`src/rtl/iq_pkg.sv`:
```
package iq_pkg;
  localparam int unsigned IQ_DEPTH   = 6;
  localparam int unsigned IQ_FETCH_W = 4;
  localparam int unsigned IQ_DISP_W  = 2;
  localparam int unsigned IQ_WORD_W  = 32;

  function automatic int unsigned umin(input int unsigned a, input int unsigned b);
    return (a < b) ? a : b;
  endfunction
endpackage

```
`src/rtl/iq_dispatch_ctl.sv`:
```
module iq_dispatch_ctl #(
  parameter int unsigned DEPTH  = iq_pkg::IQ_DEPTH,
  parameter int unsigned DISP_W = iq_pkg::IQ_DISP_W,
  localparam int unsigned CNT_W = $clog2(DEPTH + 1),
  localparam int unsigned DC_W  = $clog2(DISP_W + 1)
) (
  input  logic [CNT_W-1:0]  count_i,
  input  logic              flush_i,
  input  logic [DISP_W-1:0] ready_i,
  output logic [DISP_W-1:0] valid_o,
  output logic [DISP_W-1:0] fire_o,
  output logic [DC_W-1:0]   ndisp_o
);
  for (genvar j = 0; j < DISP_W; j++) begin : g_disp
    assign valid_o[j] = (int'(count_i) > j);
    if (j == 0) begin : g_head
      assign fire_o[j] = valid_o[j] & ready_i[j] & ~flush_i;
    end else begin : g_chain
      // in-order: a slot leaves only behind every older slot
      assign fire_o[j] = fire_o[j-1] & valid_o[j] & ready_i[j];
    end
  end

  always_comb begin
    ndisp_o = '0;
    for (int j = 0; j < DISP_W; j++) ndisp_o = ndisp_o + DC_W'(fire_o[j]);
  end
endmodule

```
`src/rtl/iq_occupancy.sv`:
```
module iq_occupancy #(
  parameter int unsigned DEPTH   = iq_pkg::IQ_DEPTH,
  parameter int unsigned FETCH_W = iq_pkg::IQ_FETCH_W,
  parameter int unsigned DISP_W  = iq_pkg::IQ_DISP_W,
  localparam int unsigned CNT_W  = $clog2(DEPTH + 1),
  localparam int unsigned FC_W   = $clog2(FETCH_W + 1),
  localparam int unsigned DC_W   = $clog2(DISP_W + 1)
) (
  input  logic             clk_i,
  input  logic             rst_ni,
  input  logic             flush_i,
  input  logic [FC_W-1:0]  fetch_cnt_i,
  input  logic [DC_W-1:0]  ndisp_i,
  output logic [FC_W-1:0]  acc_o,
  output logic [CNT_W-1:0] count_o,
  output logic [CNT_W-1:0] vacancy_o
);
  logic [CNT_W-1:0] count_q, count_d;
  logic [CNT_W:0]   free_after;
  logic [FC_W-1:0]  fc;

  always_comb begin
    fc = (fetch_cnt_i > FC_W'(FETCH_W)) ? FC_W'(FETCH_W) : fetch_cnt_i;
    free_after = (CNT_W+1)'(DEPTH) - {1'b0, count_q} + (CNT_W+1)'(ndisp_i);
    if (flush_i)                         acc_o = '0;
    else if ((CNT_W+1)'(fc) < free_after) acc_o = fc;
    else                                 acc_o = FC_W'(free_after);
    count_d = flush_i ? '0 : count_q - CNT_W'(ndisp_i) + CNT_W'(acc_o);
  end

  always_ff @(posedge clk_i or negedge rst_ni) begin
    if (!rst_ni) count_q <= '0;
    else         count_q <= count_d;
  end

  assign count_o   = count_q;
  assign vacancy_o = CNT_W'(DEPTH) - count_q;
endmodule

```
`src/rtl/iq_fetch_req.sv`:
```
module iq_fetch_req #(
  parameter int unsigned DEPTH   = iq_pkg::IQ_DEPTH,
  parameter int unsigned FETCH_W = iq_pkg::IQ_FETCH_W,
  localparam int unsigned CNT_W  = $clog2(DEPTH + 1),
  localparam int unsigned FC_W   = $clog2(FETCH_W + 1),
  localparam int unsigned REQ_MAX = iq_pkg::umin(DEPTH, FETCH_W)
) (
  input  logic             clk_i,
  input  logic             rst_ni,
  input  logic             flush_i,
  input  logic [CNT_W-1:0] vacancy_i,
  output logic [FC_W-1:0]  req_o
);
  logic [FC_W-1:0] req_d;

  always_comb begin
    if (flush_i || vacancy_i > CNT_W'(REQ_MAX)) req_d = FC_W'(REQ_MAX);
    else                                        req_d = FC_W'(vacancy_i);
  end

  always_ff @(posedge clk_i or negedge rst_ni) begin
    if (!rst_ni) req_o <= FC_W'(REQ_MAX);
    else         req_o <= req_d;
  end
endmodule

```
`src/rtl/iq_storage.sv`:
```
module iq_storage #(
  parameter int unsigned DEPTH   = iq_pkg::IQ_DEPTH,
  parameter int unsigned FETCH_W = iq_pkg::IQ_FETCH_W,
  parameter int unsigned DISP_W  = iq_pkg::IQ_DISP_W,
  parameter int unsigned WORD_W  = iq_pkg::IQ_WORD_W,
  localparam int unsigned CNT_W  = $clog2(DEPTH + 1),
  localparam int unsigned FC_W   = $clog2(FETCH_W + 1),
  localparam int unsigned DC_W   = $clog2(DISP_W + 1)
) (
  input  logic                      clk_i,
  input  logic                      rst_ni,
  input  logic [CNT_W-1:0]          count_i,
  input  logic [DC_W-1:0]           ndisp_i,
  input  logic [FC_W-1:0]           acc_i,
  input  logic [FETCH_W*WORD_W-1:0] fetch_data_i,
  output logic [DISP_W*WORD_W-1:0]  slot_o
);
  logic [WORD_W-1:0] mem_q [DEPTH];
  logic [WORD_W-1:0] mem_d [DEPTH];
  logic [WORD_W-1:0] ext   [DEPTH+DISP_W];
  logic [CNT_W-1:0]  survivors;

  // zero-padded view so a shift past the top reads a defined value
  for (genvar k = 0; k < DEPTH + DISP_W; k++) begin : g_ext
    if (k < DEPTH) begin : g_real
      assign ext[k] = mem_q[k];
    end else begin : g_pad
      assign ext[k] = '0;
    end
  end

  assign survivors = count_i - CNT_W'(ndisp_i);

  always_comb begin
    for (int i = 0; i < DEPTH; i++) begin
      mem_d[i] = mem_q[i];
      for (int d = 0; d <= DISP_W; d++)
        if (int'(ndisp_i) == d) mem_d[i] = ext[i+d];
      // new words stack directly above the entries that stay
      for (int k = 0; k < FETCH_W; k++)
        if (int'(survivors) + k == i && k < int'(acc_i))
          mem_d[i] = fetch_data_i[k*WORD_W +: WORD_W];
    end
  end

  always_ff @(posedge clk_i or negedge rst_ni) begin
    if (!rst_ni) begin
      for (int i = 0; i < DEPTH; i++) mem_q[i] <= '0;
    end else begin
      for (int i = 0; i < DEPTH; i++) mem_q[i] <= mem_d[i];
    end
  end

  for (genvar j = 0; j < DISP_W; j++) begin : g_slot_out
    assign slot_o[j*WORD_W +: WORD_W] = mem_q[j];
  end
endmodule

```
`src/rtl/instr_queue.sv`:
```
module instr_queue #(
  parameter int unsigned DEPTH   = iq_pkg::IQ_DEPTH,
  parameter int unsigned FETCH_W = iq_pkg::IQ_FETCH_W,
  parameter int unsigned DISP_W  = iq_pkg::IQ_DISP_W,
  parameter int unsigned WORD_W  = iq_pkg::IQ_WORD_W,
  localparam int unsigned CNT_W  = $clog2(DEPTH + 1),
  localparam int unsigned FC_W   = $clog2(FETCH_W + 1)
) (
  input  logic                      clk_i,
  input  logic                      rst_ni,
  input  logic                      flush_i,
  input  logic [FC_W-1:0]           fetch_cnt_i,
  input  logic [FETCH_W*WORD_W-1:0] fetch_data_i,
  output logic [FC_W-1:0]           fetch_acc_o,
  output logic [FC_W-1:0]           fetch_req_o,
  output logic [CNT_W-1:0]          vacancy_o,
  output logic [DISP_W-1:0]         disp_valid_o,
  output logic [DISP_W*WORD_W-1:0]  disp_data_o,
  input  logic [DISP_W-1:0]         disp_ready_i,
  output logic [DISP_W-1:0]         disp_fire_o
);
  localparam int unsigned DC_W = $clog2(DISP_W + 1);

  logic [CNT_W-1:0] count;
  logic [DC_W-1:0]  ndisp;

  iq_dispatch_ctl #(.DEPTH(DEPTH), .DISP_W(DISP_W)) u_disp (
    .count_i (count),
    .flush_i (flush_i),
    .ready_i (disp_ready_i),
    .valid_o (disp_valid_o),
    .fire_o  (disp_fire_o),
    .ndisp_o (ndisp)
  );

  iq_occupancy #(.DEPTH(DEPTH), .FETCH_W(FETCH_W), .DISP_W(DISP_W)) u_occ (
    .clk_i       (clk_i),
    .rst_ni      (rst_ni),
    .flush_i     (flush_i),
    .fetch_cnt_i (fetch_cnt_i),
    .ndisp_i     (ndisp),
    .acc_o       (fetch_acc_o),
    .count_o     (count),
    .vacancy_o   (vacancy_o)
  );

  iq_fetch_req #(.DEPTH(DEPTH), .FETCH_W(FETCH_W)) u_req (
    .clk_i     (clk_i),
    .rst_ni    (rst_ni),
    .flush_i   (flush_i),
    .vacancy_i (vacancy_o),
    .req_o     (fetch_req_o)
  );

  iq_storage #(.DEPTH(DEPTH), .FETCH_W(FETCH_W), .DISP_W(DISP_W), .WORD_W(WORD_W)) u_mem (
    .clk_i        (clk_i),
    .rst_ni       (rst_ni),
    .count_i      (count),
    .ndisp_i      (ndisp),
    .acc_i        (fetch_acc_o),
    .fetch_data_i (fetch_data_i),
    .slot_o       (disp_data_o)
  );
endmodule

```
`config.mk`:
```
export PLATFORM = sky130hd
export DESIGN_NAME = instr_queue
export DESIGN_NICKNAME = d
export VERILOG_FILES = /design/src/rtl/iq_pkg.sv /design/src/rtl/iq_dispatch_ctl.sv /design/src/rtl/iq_occupancy.sv /design/src/rtl/iq_fetch_req.sv /design/src/rtl/iq_storage.sv /design/src/rtl/instr_queue.sv
export SDC_FILE = /design/constraint.sdc
export NUM_CORES = 1
export LEC_CHECK = 0
export BUFFER_PORTS_ARGS = -buffer_cell sky130_fd_sc_hd__buf_4
export CAP_MARGIN = 20
export CORE_ASPECT_RATIO = 1.2
export CORE_MARGIN = 4
export CORE_UTILIZATION = 25
export CTS_CLUSTER_SIZE = 16
export DETAILED_ROUTE_END_ITERATION = 12
export GPL_TIMING_DRIVEN = 0
export HOLD_SLACK_MARGIN = 0.06
export SETUP_SLACK_MARGIN = 0.15
export SYNTH_ARGS = -nofsm -noshare
export SYNTH_HDL_FRONTEND = slang
export SYNTH_SLANG_ARGS = --single-unit
```
`constraint.sdc`:
```
create_clock -name clk_i -period 12.65 [get_ports clk_i]
set_input_delay 1.8975 -clock clk_i [delete_from_list [all_inputs] [get_ports clk_i]]
set_output_delay 1.8975 -clock clk_i [all_outputs]
set_load 0.005 [all_outputs]
```
==> results.toml, run 1 <==
[clocking]
root_buffer = "clkbuf_16"
numCtsBuffers = 17
ctsResizeCount = 0
path_clk_slew_ps = 90
clock_latency_ps = 510
clk_path_buf_depth = 2
clock-sinks = 198
ctsHoldBuffers = 0
cts_tree = "done"
post_cts_buffers = 0
htree_levels = 4

[place]
place_area_um2 = 20100
gp_congestion = 1.04
post-dp-hpwl_um = 68600
pre_cts_ws_ps = 1500
io_buffers = 211

[logic_synthesis]
synth_ff_type = "dfrtp_1"
synth_seq_cells = 198
synth_most_common_cell = "dfrtp_1"
yosys-top-cells-area = "dfrtp_1 28%, mux2i_1 6.1%, mux2_2 5.8%"
syn_inst = 2013
yosysUniqueCellTypes = 69
syn_nets = 2172
yosys.area.top_type = "dfrtp_1"
yosys_warnings = 0
async_flop_share = 1.00
synth_common_cells = "197 x dfrtp_1, 178 x nand2_1, 150 x clkbuf_1"
synth-edff-count = 0
postSynthAreaPerCell_um2 = 8.61
syn-cell-area_um2 = 17300
synth_top_area_frac = 0.284
synth-seq-area-share = 0.286

[sta]
setup_viol_count_final = 0
tns_ps = 0
rsz0062_at_grt = "false"
fin_crit_sh = 0.904
hold_violations = 0
min_period_ps = 11440
finalWorstSetupSlack_ps = 1210
fmax_mhz = 87.4
slew_headroom = 0.166
worstMarginPinSlew_ps = 1250
fin_worst_skew_ps = 22.5
slew_violations = 0

[drt]
num_vias = 19700
wl_um = 95900
drt-pass1-iter-count = 9
drc = 0
routedWlPerCell_um = 30.2
drt_iter0_drc = 3112
viasPerCell = 6.22
ant_nets = 0

[setup_path]
crit_path_top_delay_cell = "clkbuf_1"
worstPathRequired_ps = 10750
cp_common_cell = "clkbuf_1"
crit_family = "buffers and inverters"
path_buf_inv = 13
cpPeakStageDelay_ps = 840
crit_path_end_kind = "primary output"
worstPathArrival_ps = 9540
regToRegSetupSlack_ps = 3930
cp_max_fo = 10
start_kind = "primary input"
path_class = "primary input to primary output"

[run_status]
status = "finished clean"

[die]
placement_rows = 105
die_h_um = 296
ioPinCount = 213
die_w_um = 248
start_util = 0.253
core_um2 = 68600
dieArea_um2 = 73600

[power]
vdd_drop_max_mv = 0.155
powerDensity_nw_per_um2 = 301
clkPwrFrac = 0.096
swShare = 0.537
pwr-share-comb = 0.718
switchingPower_mw = 3.36
power.leakage_nw = 8.40
internal-power_mw = 2.90
seqPwrFrac = 0.185

[finish]
multi_input_area_um2 = 10700
nets = 2407
fillers = 7422
seq_area_um2 = 4960
drive_above_1_share = 0.225
area_growth_pct = 19.8
final_area_um2 = 20800

[min_path]
hold_class = "register to register"

[global_route]
antenna_found_initial = 6
grt_pass1_wl_um = 136000
grtUsageTotal = 0.251
gr-total-overflow = 0
grt_pass1_vias = 19000
grt_max_degree = 88

[flow_run]
drv_cap = 0
## power groups by stage
stage	Clock (mW)	Combinational (mW)	Sequential (mW)
2_1_floorplan	0	2.84	1.06
3_3_place_gp	0	4.28	1.16
3_5_place_dp	0	4.32	1.16
4_1_cts	0.603	4.34	1.15
5_1_grt	0.624	4.70	1.18
6_report	0.603	4.50	1.16
## per-layer routing
layer / vias to the layer above / wire (um) / GRT usage
met5: - / 41 / 0
met4: 6 / 5380 / 0.132
met3: 342 / 11400 / 0.0713
met2: 1500 / 42800 / 0.391
met1: 9646 / 36300 / 0.315
li1: 8225 / - / -
## final cells by class
class,instances,share of cell area
clock buffer,17,0.0205
inverter,57,0.0103
tap,909,0.0548
buffer,286,0.0692
antenna,2,0.000241
timing repair buffer,216,0.0811
sequential,198,0.239
multi-input combinational,1472,0.517
clock inverter,15,0.00820
## worst reg2reg max path, delay by kind of cell, from the launching register on
kind            cells  cell delay [ps]
fa+ha+maj           4             1360
compound gates      4              980
flops               1              460
buf+inv             9             4350
xor+xnor            1              700
simple gates        5              750
## flip-flops by register name (all words and copies together) (netlist names)
signal and flops:
u_req.req_o 3, u_occ.count_o 3, u_mem.ext 128, u_mem.slot_o 64
## cells in the final DEF, fill, tap and decap left out, drive strengths merged, types with 64 or more instances in the layout
master,n
o31ai,109
o22ai,120
nand3,108
a211oi,94
mux2,90
mux2i,105
dfrtp,197
clkbuf,167
nand2,178
nor2b,64
buf,352
nor2,86
## kinds of logic (layout without fill, tap and decap cells)
group	count (synthesis)	after routing	share of synthesized area
DFF	198	198	0.286
AOI/OAI and AO/OA	734	734	0.338
xor gates and xnor gates	6	6	0.00346
and+or+nand+nor	514	514	0.141
other	0	2	0
adders and majority gates	23	23	0.0179
muxes	195	195	0.119
buffers and inverters	343	591	0.0952
## final timing paths
| path | to | depth (start not counted) | start |
|---|---|---|---|
| max | fetch_acc_o[0] | 26 | flush_i |
| min | u_mem.slot_o[4] | 2 | u_mem.slot_o[4] |
| max reg2reg | u_mem.slot_o[43] | 23 | u_occ.count_o[0] |
| min reg2reg | u_mem.slot_o[4] | 2 | u_mem.slot_o[4] |
| max in group asynchronous | u_mem.slot_o[26] | 3 | rst_ni |
| min in group asynchronous | u_req.req_o[0] | 1 | rst_ni |
## metrics by stage
step / utilization / hold WS, ps / power [mW] / instances
6_report: 0.303 / 483 / 6.26 / 3172
2_1_floorplan: - / 449 / 3.90 / 2013
5_1_grt: 0.303 / 499 / 6.51 / 3170
4_1_cts: 0.302 / 488 / 6.09 / 3168
3_5_place_dp: 0.294 / 468 / 5.48 / 3136
3_3_place_gp: 0.292 / 465 / 5.44 / 3133
(Power assumes the default switching activity.)
==> run 2: changes to the inputs <==
==> constraint.sdc (replaced) <==
create_clock -name clk_i -period 12.65 [get_ports clk_i]
set_input_delay 0.6325 -clock clk_i [delete_from_list [all_inputs] [get_ports clk_i]]
set_output_delay 0.6325 -clock clk_i [all_outputs]
set_load 0.005 [all_outputs]
==> run 2 against run 1 <==
Net effect:
- clock power hardly changed
- critical path type is now primary input to register
- register-to-register slack worse by 50 ps
- worst hold slack worse by 380 ps
- highest routed layer unchanged
- critical endpoint is now u_mem.slot_o[54]
- cell count hardly changed
- total power hardly changed
- via count is 0.22% higher
==> results.toml, run 2 (same netlist as run 1, synthesis figures left out) <==
[run_status]
status = "finished clean"

[finish]
largest_reg_flops = 128
fillers = 7422
final_area_um2 = 20800
final_cell_mix = "285 x buf_4, 197 x dfrtp_1, 178 x nand2_1"
nets = 2407
finalNonFillerCells = 3174
layout_commonest_cell = "buf_4"
drive_above_1_share = 0.225
area_growth_pct = 19.8

[setup_path]
regToRegSetupSlack_ps = 3880
cpPeakStageDelay_ps = 840
path_buf_inv = 11
start_kind = "primary input"
worstPathArrival_ps = 9400
crit_path_top_delay_cell = "clkbuf_1"
crit_family = "buffers and inverters"
rr_worst_depth = 23
cp_common_cell = "clkbuf_1"
path_class = "primary input to register"
rr_endpoint = "u_mem.slot_o[54]"
crit_path_end_kind = "register"
cp_max_fo = 10
worstPathRequired_ps = 13030
crit_chain = "clkbuf_1, clkbuf_1, clkbuf_1, and3b_1, nand3_1, inv_1, ha_1, clkbuf_1, clkbuf_1, clkbuf_1, inv_1, fa_1, xnor2_1, inv_1, ha_1, nor2b_1, nand2_1, a211oi_1, clkbuf_1, buf_1, a211oi_1, a211oi_1, o31ai_1"
rr_startpoint = "u_occ.count_o[0]"

[drt]
wl_um = 95900
drt-pass1-iter-count = 6
drt_iter0_drc = 2811
num_vias = 19800
ant_nets = 0
routedWlPerCell_um = 30.2
drc = 0
viasPerCell = 6.23

[clocking]
path_clk_slew_ps = 90
clock-sinks = 198
numCtsBuffers = 17
post_cts_buffers = 0
clock_latency_ps = 490
htree_levels = 4
ctsResizeCount = 0
root_buffer = "clkbuf_16"
ctsHoldBuffers = 0
clk_path_buf_depth = 2
cts_tree = "done"

[sta]
min_period_ps = 9020
slew_headroom = 0.158
tns_ps = 0
hold_violations = 0
fmax_mhz = 111
fin_crit_sh = 0.713
fin_worst_skew_ps = 17.1
rsz0062_at_grt = "false"
slew_violations = 0
setup_viol_count_final = 0
worstMarginPinSlew_ps = 1260

[power]
total_power_mw = 6.26
vdd_drop_max_mv = 0.153
power.leakage_nw = 8.40
powerDensity_nw_per_um2 = 301

[global_route]
grt_max_degree = 88
grt_pass1_vias = 19000
grtUsageTotal = 0.251
grt_pass1_wl_um = 136000
antenna_found_initial = 6
gr-total-overflow = 0

[die]
dieArea_um2 = 73600
ioPinCount = 213
placement_rows = 105
die_w_um = 248
core_um2 = 68600
die_h_um = 296
start_util = 0.253

[place]
place_inst = 3136
place_area_um2 = 20100
io_buffers = 211
gp_congestion = 1.04
post-dp-hpwl_um = 68600

[flow_run]
drv_cap = 0

[min_path]
hold_class = "primary input to asynchronous set/reset pin"
-- run 2: cell count changes in the layout (fill, tap and decap cells not counted), sizes merged --
| cell | before | now |
|---|---|---|
| diode | 2 | 4 |
-- run 2: worst max path at each step --
| stage | cells past startpoint | slack, ps | start | endpoint |
|---|---|---|---|---|
| after detailed placement | 23 | 3530 | flush_i | u_mem.slot_o[43] |
| final | 23 | 3630 | flush_i | u_mem.slot_o[54] |
| after floorplan | 30 | 6230 | flush_i | u_occ.count_o[2] |
| after global placement | 23 | 3460 | flush_i | u_mem.slot_o[43] |
| after global routing | 23 | 3400 | flush_i | u_mem.slot_o[54] |
| after CTS | 26 | 3980 | flush_i | fetch_acc_o[0] |
-- run 2: report_power, final --
group          internal [mW]  switching [mW]  total, mW
logic                   1.69            2.81       4.49
registers              0.926           0.234       1.16
clock network          0.282           0.320      0.601
-- run 2: metal layers --
layer | routed length (um) | up-vias | global-route usage | part of all wire
li1 | - | 8232 | - | -
met2 | 42700 | 1552 | 0.391 | 0.45
met4 | 5540 | 6 | 0.132 | 0.058
met1 | 36000 | 9608 | 0.314 | 0.38
met3 | 11700 | 365 | 0.0741 | 0.12
met5 | 37 | - | 0 | 0.00039
-- run 2: cell type report --
type / instances / area [um2] / share of cell area
antenna: 4 / 10.0 / 0.000482
tap: 909 / 1140 / 0.0548
clock buffer: 17 / 425 / 0.0205
sequential: 198 / 4960 / 0.239
timing repair buffer: 216 / 1680 / 0.0811
inverter: 57 / 214 / 0.0103
clock inverter: 15 / 170 / 0.00819
multi-input combinational: 1472 / 10700 / 0.517
buffer: 286 / 1440 / 0.0692
-- run 2: through the flow --
| step | setup WS, ps | hold slack [ps] | util |
|---|---|---|---|
| finish | 3630 | 106 | 0.303 |
| detailed placement | 3530 | 468 | 0.294 |
| floorplan | 6230 | 337 | - |
| global placement | 3460 | 465 | 0.292 |
| global route | 3400 | 175 | 0.303 |
| CTS | 3980 | 189 | 0.302 |
-- run 2: worst reg2reg max path, cell delays in order, from the launching register on --
cell      delay, ps
dfrtp_1         460
inv_1           130
ha_1            210
nand2_1          90
and3b_1         250
nand3_1         140
inv_1           120
ha_1            140
clkbuf_1        490
clkbuf_1        700
clkbuf_1        840
inv_1           310
fa_1            470
xnor2_1         690
inv_1           320
ha_1            540
nor2b_1         210
nand2_1          70
a211oi_1        380
clkbuf_1        810
buf_1           640
a211oi_1        150
a211oi_1        360
o31ai_1         130
